`config.mk`:
```
export PLATFORM = sky130hd
export DESIGN_NAME = vid_byte_out
export DESIGN_NICKNAME = d
export VERILOG_FILES = /design/src/rtl/vbo_pkg.sv /design/src/rtl/vbo_ctrl.sv /design/src/rtl/vbo_out.sv /design/src/rtl/vbo_status.sv /design/src/rtl/vid_byte_out.sv
export SDC_FILE = /design/constraint.sdc
export NUM_CORES = 1
export LEC_CHECK = 0
export ABC_CLOCK_PERIOD_IN_PS = 1850
export CORE_MARGIN = 4
export CORE_UTILIZATION = 43
export CTS_BUF_LIST = sky130_fd_sc_hd__clkbuf_4
export DETAILED_ROUTE_END_ITERATION = 8
export PLACE_DENSITY = 0.83
export SLEW_MARGIN = 0
export SYNTH_ARGS = -nofsm -noshare
export SYNTH_HDL_FRONTEND = slang
export SYNTH_SLANG_ARGS = --single-unit
```
`constraint.sdc`:
```
create_clock -name clk -period 1.85 [get_ports clk]
set_clock_uncertainty 0.2 [all_clocks]
set_input_delay 0.37 -clock clk [delete_from_list [all_inputs] [get_ports clk]]
set_output_delay 0.37 -clock clk [all_outputs]
set_load 0.005 [all_outputs]
```
`src/rtl/vbo_pkg.sv`:
```
package vbo_pkg;

  // Per-cycle events decided by the sequencer, shared with the output stage,
  // the status flags and the checker.
  typedef struct packed {
    logic start;    // enabling control write accepted
    logic byte_ok;  // a buffer byte is loaded onto the bus at this edge
    logic finish;   // count reached: transfer completes at this edge
    logic abort;    // error or disabling write ends the transfer
  } vbo_ev_t;

endpackage

```
`src/rtl/vbo_ctrl.sv`:
```
module vbo_ctrl #(
  parameter int ADDR_W = 8
) (
  input  logic              clk,
  input  logic              rst,
  input  logic              ctl_we,
  input  logic              ctl_enable,
  input  logic              ctl_msg,
  input  logic              ctl_sync,
  input  logic              err_in,
  input  logic [ADDR_W:0]   buf_len,
  output logic [ADDR_W-1:0] rd_addr,
  output vbo_pkg::vbo_ev_t  ev,
  output logic              msg_q,
  output logic              sync_q
);

  localparam int CNT_W = ADDR_W + 1;

  logic             busy_q;
  logic [CNT_W-1:0] idx_q;
  logic [CNT_W-1:0] len_q;
  logic             sw_start;
  logic             sw_stop;
  logic             fault;
  logic             step;
  logic             more;

  function automatic logic bytes_remain(input logic [CNT_W-1:0] pos,
                                        input logic [CNT_W-1:0] total);
    return pos < total;
  endfunction

  function automatic logic [CNT_W-1:0] advance(input logic [CNT_W-1:0] pos);
    return pos + CNT_W'(1);
  endfunction

  assign sw_start = ctl_we & ctl_enable;
  assign sw_stop  = ctl_we & ~ctl_enable & busy_q;
  assign fault    = busy_q & ~ctl_we & ~msg_q & err_in;
  assign step     = busy_q & ~ctl_we & ~fault;
  assign more     = bytes_remain(idx_q, len_q);

  assign ev.start   = sw_start;
  assign ev.byte_ok = step & more;
  assign ev.finish  = step & ~more;
  assign ev.abort   = sw_stop | fault;

  always_ff @(posedge clk) begin
    if (rst) begin
      busy_q <= 1'b0;
      idx_q  <= '0;
      len_q  <= '0;
      msg_q  <= 1'b0;
      sync_q <= 1'b0;
    end else if (sw_start) begin
      busy_q <= 1'b1;
      idx_q  <= '0;
      len_q  <= buf_len;
      msg_q  <= ctl_msg;
      sync_q <= ctl_sync;
    end else if (ev.finish || ev.abort) begin
      busy_q <= 1'b0;
    end else if (ev.byte_ok) begin
      idx_q  <= advance(idx_q);
    end
  end

  assign rd_addr = idx_q[ADDR_W-1:0];

endmodule

```
`src/rtl/vbo_out.sv`:
```
module vbo_out #(
  parameter int DATA_W = 8
) (
  input  logic              clk,
  input  logic              rst,
  input  vbo_pkg::vbo_ev_t  ev,
  input  logic              msg_q,
  input  logic              sync_q,
  input  logic [DATA_W-1:0] rd_data,
  output logic [DATA_W-1:0] vo_data,
  output logic              vo_io1,
  output logic              vo_io2
);

  logic stream_valid;
  logic msg_end;

  assign stream_valid = ev.byte_ok & ~msg_q & sync_q;
  assign msg_end      = ev.finish & msg_q;

  always_ff @(posedge clk) begin
    if (rst) begin
      vo_data <= '0;
      vo_io1  <= 1'b0;
      vo_io2  <= 1'b0;
    end else begin
      vo_data <= ev.byte_ok ? rd_data : '0;
      vo_io1  <= ev.start;
      vo_io2  <= stream_valid | msg_end;
    end
  end

endmodule

```
`src/rtl/vbo_status.sv`:
```
module vbo_status (
  input  logic             clk,
  input  logic             rst,
  input  vbo_pkg::vbo_ev_t ev,
  input  logic             msg_q,
  input  logic             irq_ack,
  output logic             buf_empty,
  output logic             irq
);

  always_ff @(posedge clk) begin
    if (rst) begin
      buf_empty <= 1'b1;
      irq       <= 1'b0;
    end else begin
      if (ev.start)                    buf_empty <= 1'b0;
      else if (ev.finish || ev.abort)  buf_empty <= 1'b1;

      if (ev.finish && msg_q)          irq <= 1'b1;
      else if (irq_ack)                irq <= 1'b0;
    end
  end

endmodule

```
`src/rtl/vid_byte_out.sv`:
```
module vid_byte_out #(
  parameter int ADDR_W = 8,
  parameter int DATA_W = 8
) (
  input  logic              clk,
  input  logic              rst,
  input  logic              ctl_we,
  input  logic              ctl_enable,
  input  logic              ctl_msg,
  input  logic              ctl_sync,
  input  logic              irq_ack,
  input  logic              err_in,
  input  logic [ADDR_W:0]   buf_len,
  output logic [ADDR_W-1:0] buf_rd_addr,
  input  logic [DATA_W-1:0] buf_rd_data,
  output logic [DATA_W-1:0] vo_data,
  output logic              vo_io1,
  output logic              vo_io2,
  output logic              buf_empty,
  output logic              irq
);

  vbo_pkg::vbo_ev_t ev;
  logic             msg_q;
  logic             sync_q;

  vbo_ctrl #(.ADDR_W(ADDR_W)) ctrl_i (
    .clk        (clk),
    .rst        (rst),
    .ctl_we     (ctl_we),
    .ctl_enable (ctl_enable),
    .ctl_msg    (ctl_msg),
    .ctl_sync   (ctl_sync),
    .err_in     (err_in),
    .buf_len    (buf_len),
    .rd_addr    (buf_rd_addr),
    .ev         (ev),
    .msg_q      (msg_q),
    .sync_q     (sync_q)
  );

  vbo_out #(.DATA_W(DATA_W)) out_i (
    .clk     (clk),
    .rst     (rst),
    .ev      (ev),
    .msg_q   (msg_q),
    .sync_q  (sync_q),
    .rd_data (buf_rd_data),
    .vo_data (vo_data),
    .vo_io1  (vo_io1),
    .vo_io2  (vo_io2)
  );

  vbo_status status_i (
    .clk       (clk),
    .rst       (rst),
    .ev        (ev),
    .msg_q     (msg_q),
    .irq_ack   (irq_ack),
    .buf_empty (buf_empty),
    .irq       (irq)
  );

endmodule

```
==> summary.md <==
| Metric | Value |
|---|---|
| Nets@finish | 263 |
| Worst-path clk slew | 0.10 ns |
| Least-Margin Pin Slew | 0.468 ns |
| Min cycle time layout | 2.16 ns |
| Crit end category | register |
| CTS tree | done |
| Post-Synth Simple-Gate Area | 17.3% |
| Cts hold-fix bufs | 0 |
| Clk root buf | clkbuf_4 |
| Max Clock Freq | 462 MHz |
| Failing checks | negative setup slack |
| Via count | 1,504 |
| Number of synthesized flops with an enable pin | 0 |
| Slew Viols, Final | 0 |
| Total wire length | 5080 µm |
| Crit Path Category | reg -> reg |
| Wl on met1 | 1820 µm |
| Largest net degree at the start of global routing | 12 |
| Initial Utilization | 46.2% |
| Critical path startpoint category | register |
| N_diodes | 0 |
| Most frequent cell on the critical path | a21oi_2 |
| Hold WC Path Type | reg -> reg |
| Cell variety after synth | 29 |
| Post-synth top cells | dfxtp_1 (33), nand2_1 (16), o21ai_0 (14) |
| Clk buf depth | 2 |
| Asr flop ratio synth | 0% |
| Share of layout cells above drive strength 1 | 34.3% |
| Crit path buf inv count | 1 |
| Final instance area | 0.00240 mm² |
| Crit path max fanout | 6 |
| All-Layer GR Usage | 25.0% |
| Final count of negative-setup-slack endpoints | 22 |
| Top cells by area, synth | dfxtp_1 (46%), ha_1 (7.8%), o21ai_0 (4.8%), buf_4 (4.2%), nand2_1 (4.2%) |
| Cell taking the most area after synthesis | dfxtp_1 |
| Chip width | 66.0 µm |
| H-Tree Level Count | 2 |
| PortBufs | 44 |
| Leakage power of the design | 0.931 nW |
| Routed vias/inst | 5.49 |
| Initial antenna violation count | 0 |
| Num CTS Buffers | 5 |
| Post-synthesis mux area share | 1.38% |
| Final ANT Viol Nets | 0 |
| Top delay family on crit path | compound AO/OA/AOI/OAI gates |
| Worst skew pair latency | 0.35 ns |
| Area Overhead vs Synth | 65.9% |
| Synth Net Count | 192 |
| Met3 WL post-DR | 280 µm |
| Syn Inst Count | 158 |
| Max-cap violations | 0 |
| GRT overflow | 0 |
| RSZ-0062 raised after global routing | yes |
| Crit path largest cell delay | 0.42 ns |
| Vias in the first global route | 1,650 |
| Placed Area | 0.00205 mm² |
| Critical path, cell by cell | inv_1 > ha_1 > a21oi_2 > o21ai_4 > a211o_1 > or3_4 > a21oi_2 |
| DRT iter0 DRCs | 80 |
| Register bit count reported by yosys | 33 |
| Req. time, crit path | 1.94 ns |
| Core Region | 0.00313 mm² |
| Synth top area share | 45.7% |
| Setup WS post-layout | -0.313 ns |
| Final Cycle Share | 117% |
| Post-Synth Adder-Cell Area | 7.79% |
| Setup TNS | -4.87 ns |
| Die height | 66.0 µm |
| Uppermost layer routed | met4 |
| Most used DFF post-synth | dfxtp_1 |
| Yosys warns | 0 |
| Metal2 WL | 2740 µm |
| First-pass detailed-route iteration total | 4 |
| Largest family of logic cells by synthesized area | compound AO/OA/AOI/OAI gates |
| Pwr dens | 579 mW/mm² |
| RePlAce Congestion | 0.886 |
| Slowest stage cell, crit path | or3_4 |
| Die area | 0.00436 mm² |
| Mapped Avg Cell Area | 9.15 µm² |
| Per-cell routed wire length | 18.6 µm |
| Io pins | 45 |
| Worst EP arrival | 2.25 ns |
| VDD IR-drop max | 0.375 mV |
| Count leader, synth | dfxtp_1 |
| First-pass GRT wire length | 7990 µm |
| Dpl hpwl | 3030 µm |
| Row Count | 20 |
| Post-route DRC | 0 |
| Outcome | finished with violations |
| Compound-Gate Fraction of Synth Area | 17.3% |
| Final hold violations | 0 |
| XOR/XNOR share of the synthesized area | 2.42% |
| Slew headroom | 68.7% |
| Clock sinks | 33 |
| Post-Syn Area | 0.00145 mm² |
| Sequential fraction of the synthesis area | 45.7% |
-- cell usage in the layout (no fill, tap or decap), types with 3 or more instances in the layout --
cell type        instances
nand3_1                  5
nor2b_1                  3
nand2_1                 16
dfxtp_2                  8
ha_4                     3
ha_1                     6
dlygate4sd2_1            7
a21oi_2                  6
o21ai_0                 10
clkdlybuf4s50_1         37
nor2_1                   7
xnor2_1                  3
inv_1                    9
dfxtp_1                 25
nor3b_2                  8
buf_4                   25
clkbuf_4                 5
buf_6                    5
a22o_1                   3
-- kinds of logic (layout without fill, tap and decap cells) --
family / count (synthesis) / count (layout)
flops: 33 / 33
buf+inv: 23 / 95
fa+ha+maj: 9 / 9
mux: 2 / 2
compound gates: 38 / 38
xor+xnor: 4 / 4
simple gates: 49 / 49
-- path summary, 6_finish.rpt --
path	from	endpoint	slack (ns)	depth (start not counted)
hold reg to reg	ctrl_i.len_q[0]	ctrl_i.len_q[0]	0.29	1
setup / recovery	ctrl_i.len_q[6]	ctrl_i.idx_q[3]	-0.31	7
setup reg to reg	ctrl_i.len_q[6]	ctrl_i.idx_q[3]	-0.31	7
hold / removal	ctrl_i.len_q[0]	ctrl_i.len_q[0]	0.29	1
-- routing by layer --
layer,global-route usage [%],vias to the layer above
met5,0,-
met4,18.0,0
met3,5.78,22
met2,45.9,62
met1,24.2,736
li1,-,684
-- where the power goes --
group | switching (mW) | internal (mW)
Combinational | 0.115 | 0.143
Sequential | 0.00744 | 0.727
Clock | 0.260 | 0.137
Total | 0.382 | 1.01
-- timing repair --
| action | in CTS | in global routing |
|---|---|---|
| gates cloned | 1 | 0 |
| pin swaps | 17 | 6 |
| buffers inserted | 8 | 1 |
| setup endpoints to repair | 29 | 22 |
| gates resized for setup | 54 | 8 |
-- per-stage QoR --
step	power (mW)	hold WS (ns)	util [%]	instances	setup slack, ns
4_1_cts	1.36	0.284	75.0	273	-0.281
3_3_place_gp	0.915	0.258	65.4	256	-0.343
5_1_grt	1.44	0.319	76.7	274	-0.369
3_5_place_dp	0.924	0.261	65.4	256	-0.451
2_1_floorplan	0.819	0.241	-	158	-0.171
6_report	1.39	0.288	76.7	274	-0.313
-- registers in the layout (all words and copies together), names as in the netlist --
name / cells
ctrl_i.idx_q: 9
ctrl_i.len_q: 9
out_i.vo_data: 8
ctrl_i.busy_q: 1
ctrl_i.msg_q: 1
ctrl_i.sync_q: 1
out_i.vo_io1: 1
out_i.vo_io2: 1
status_i.buf_empty: 1
status_i.irq: 1
-- final cells by class --
type | instances | area, µm²
Multi-Input combinational cell | 102 | 865
Fill cell | 209 | 728
Timing Repair Buffer | 76 | 718
Sequential cell | 33 | 671
Tap cell | 44 | 55.1
Inverter | 11 | 41.3
Clock buffer | 5 | 37.5
Clock inverter | 3 | 12.5
No activity file was read; power rests on OpenSTA's default activity.
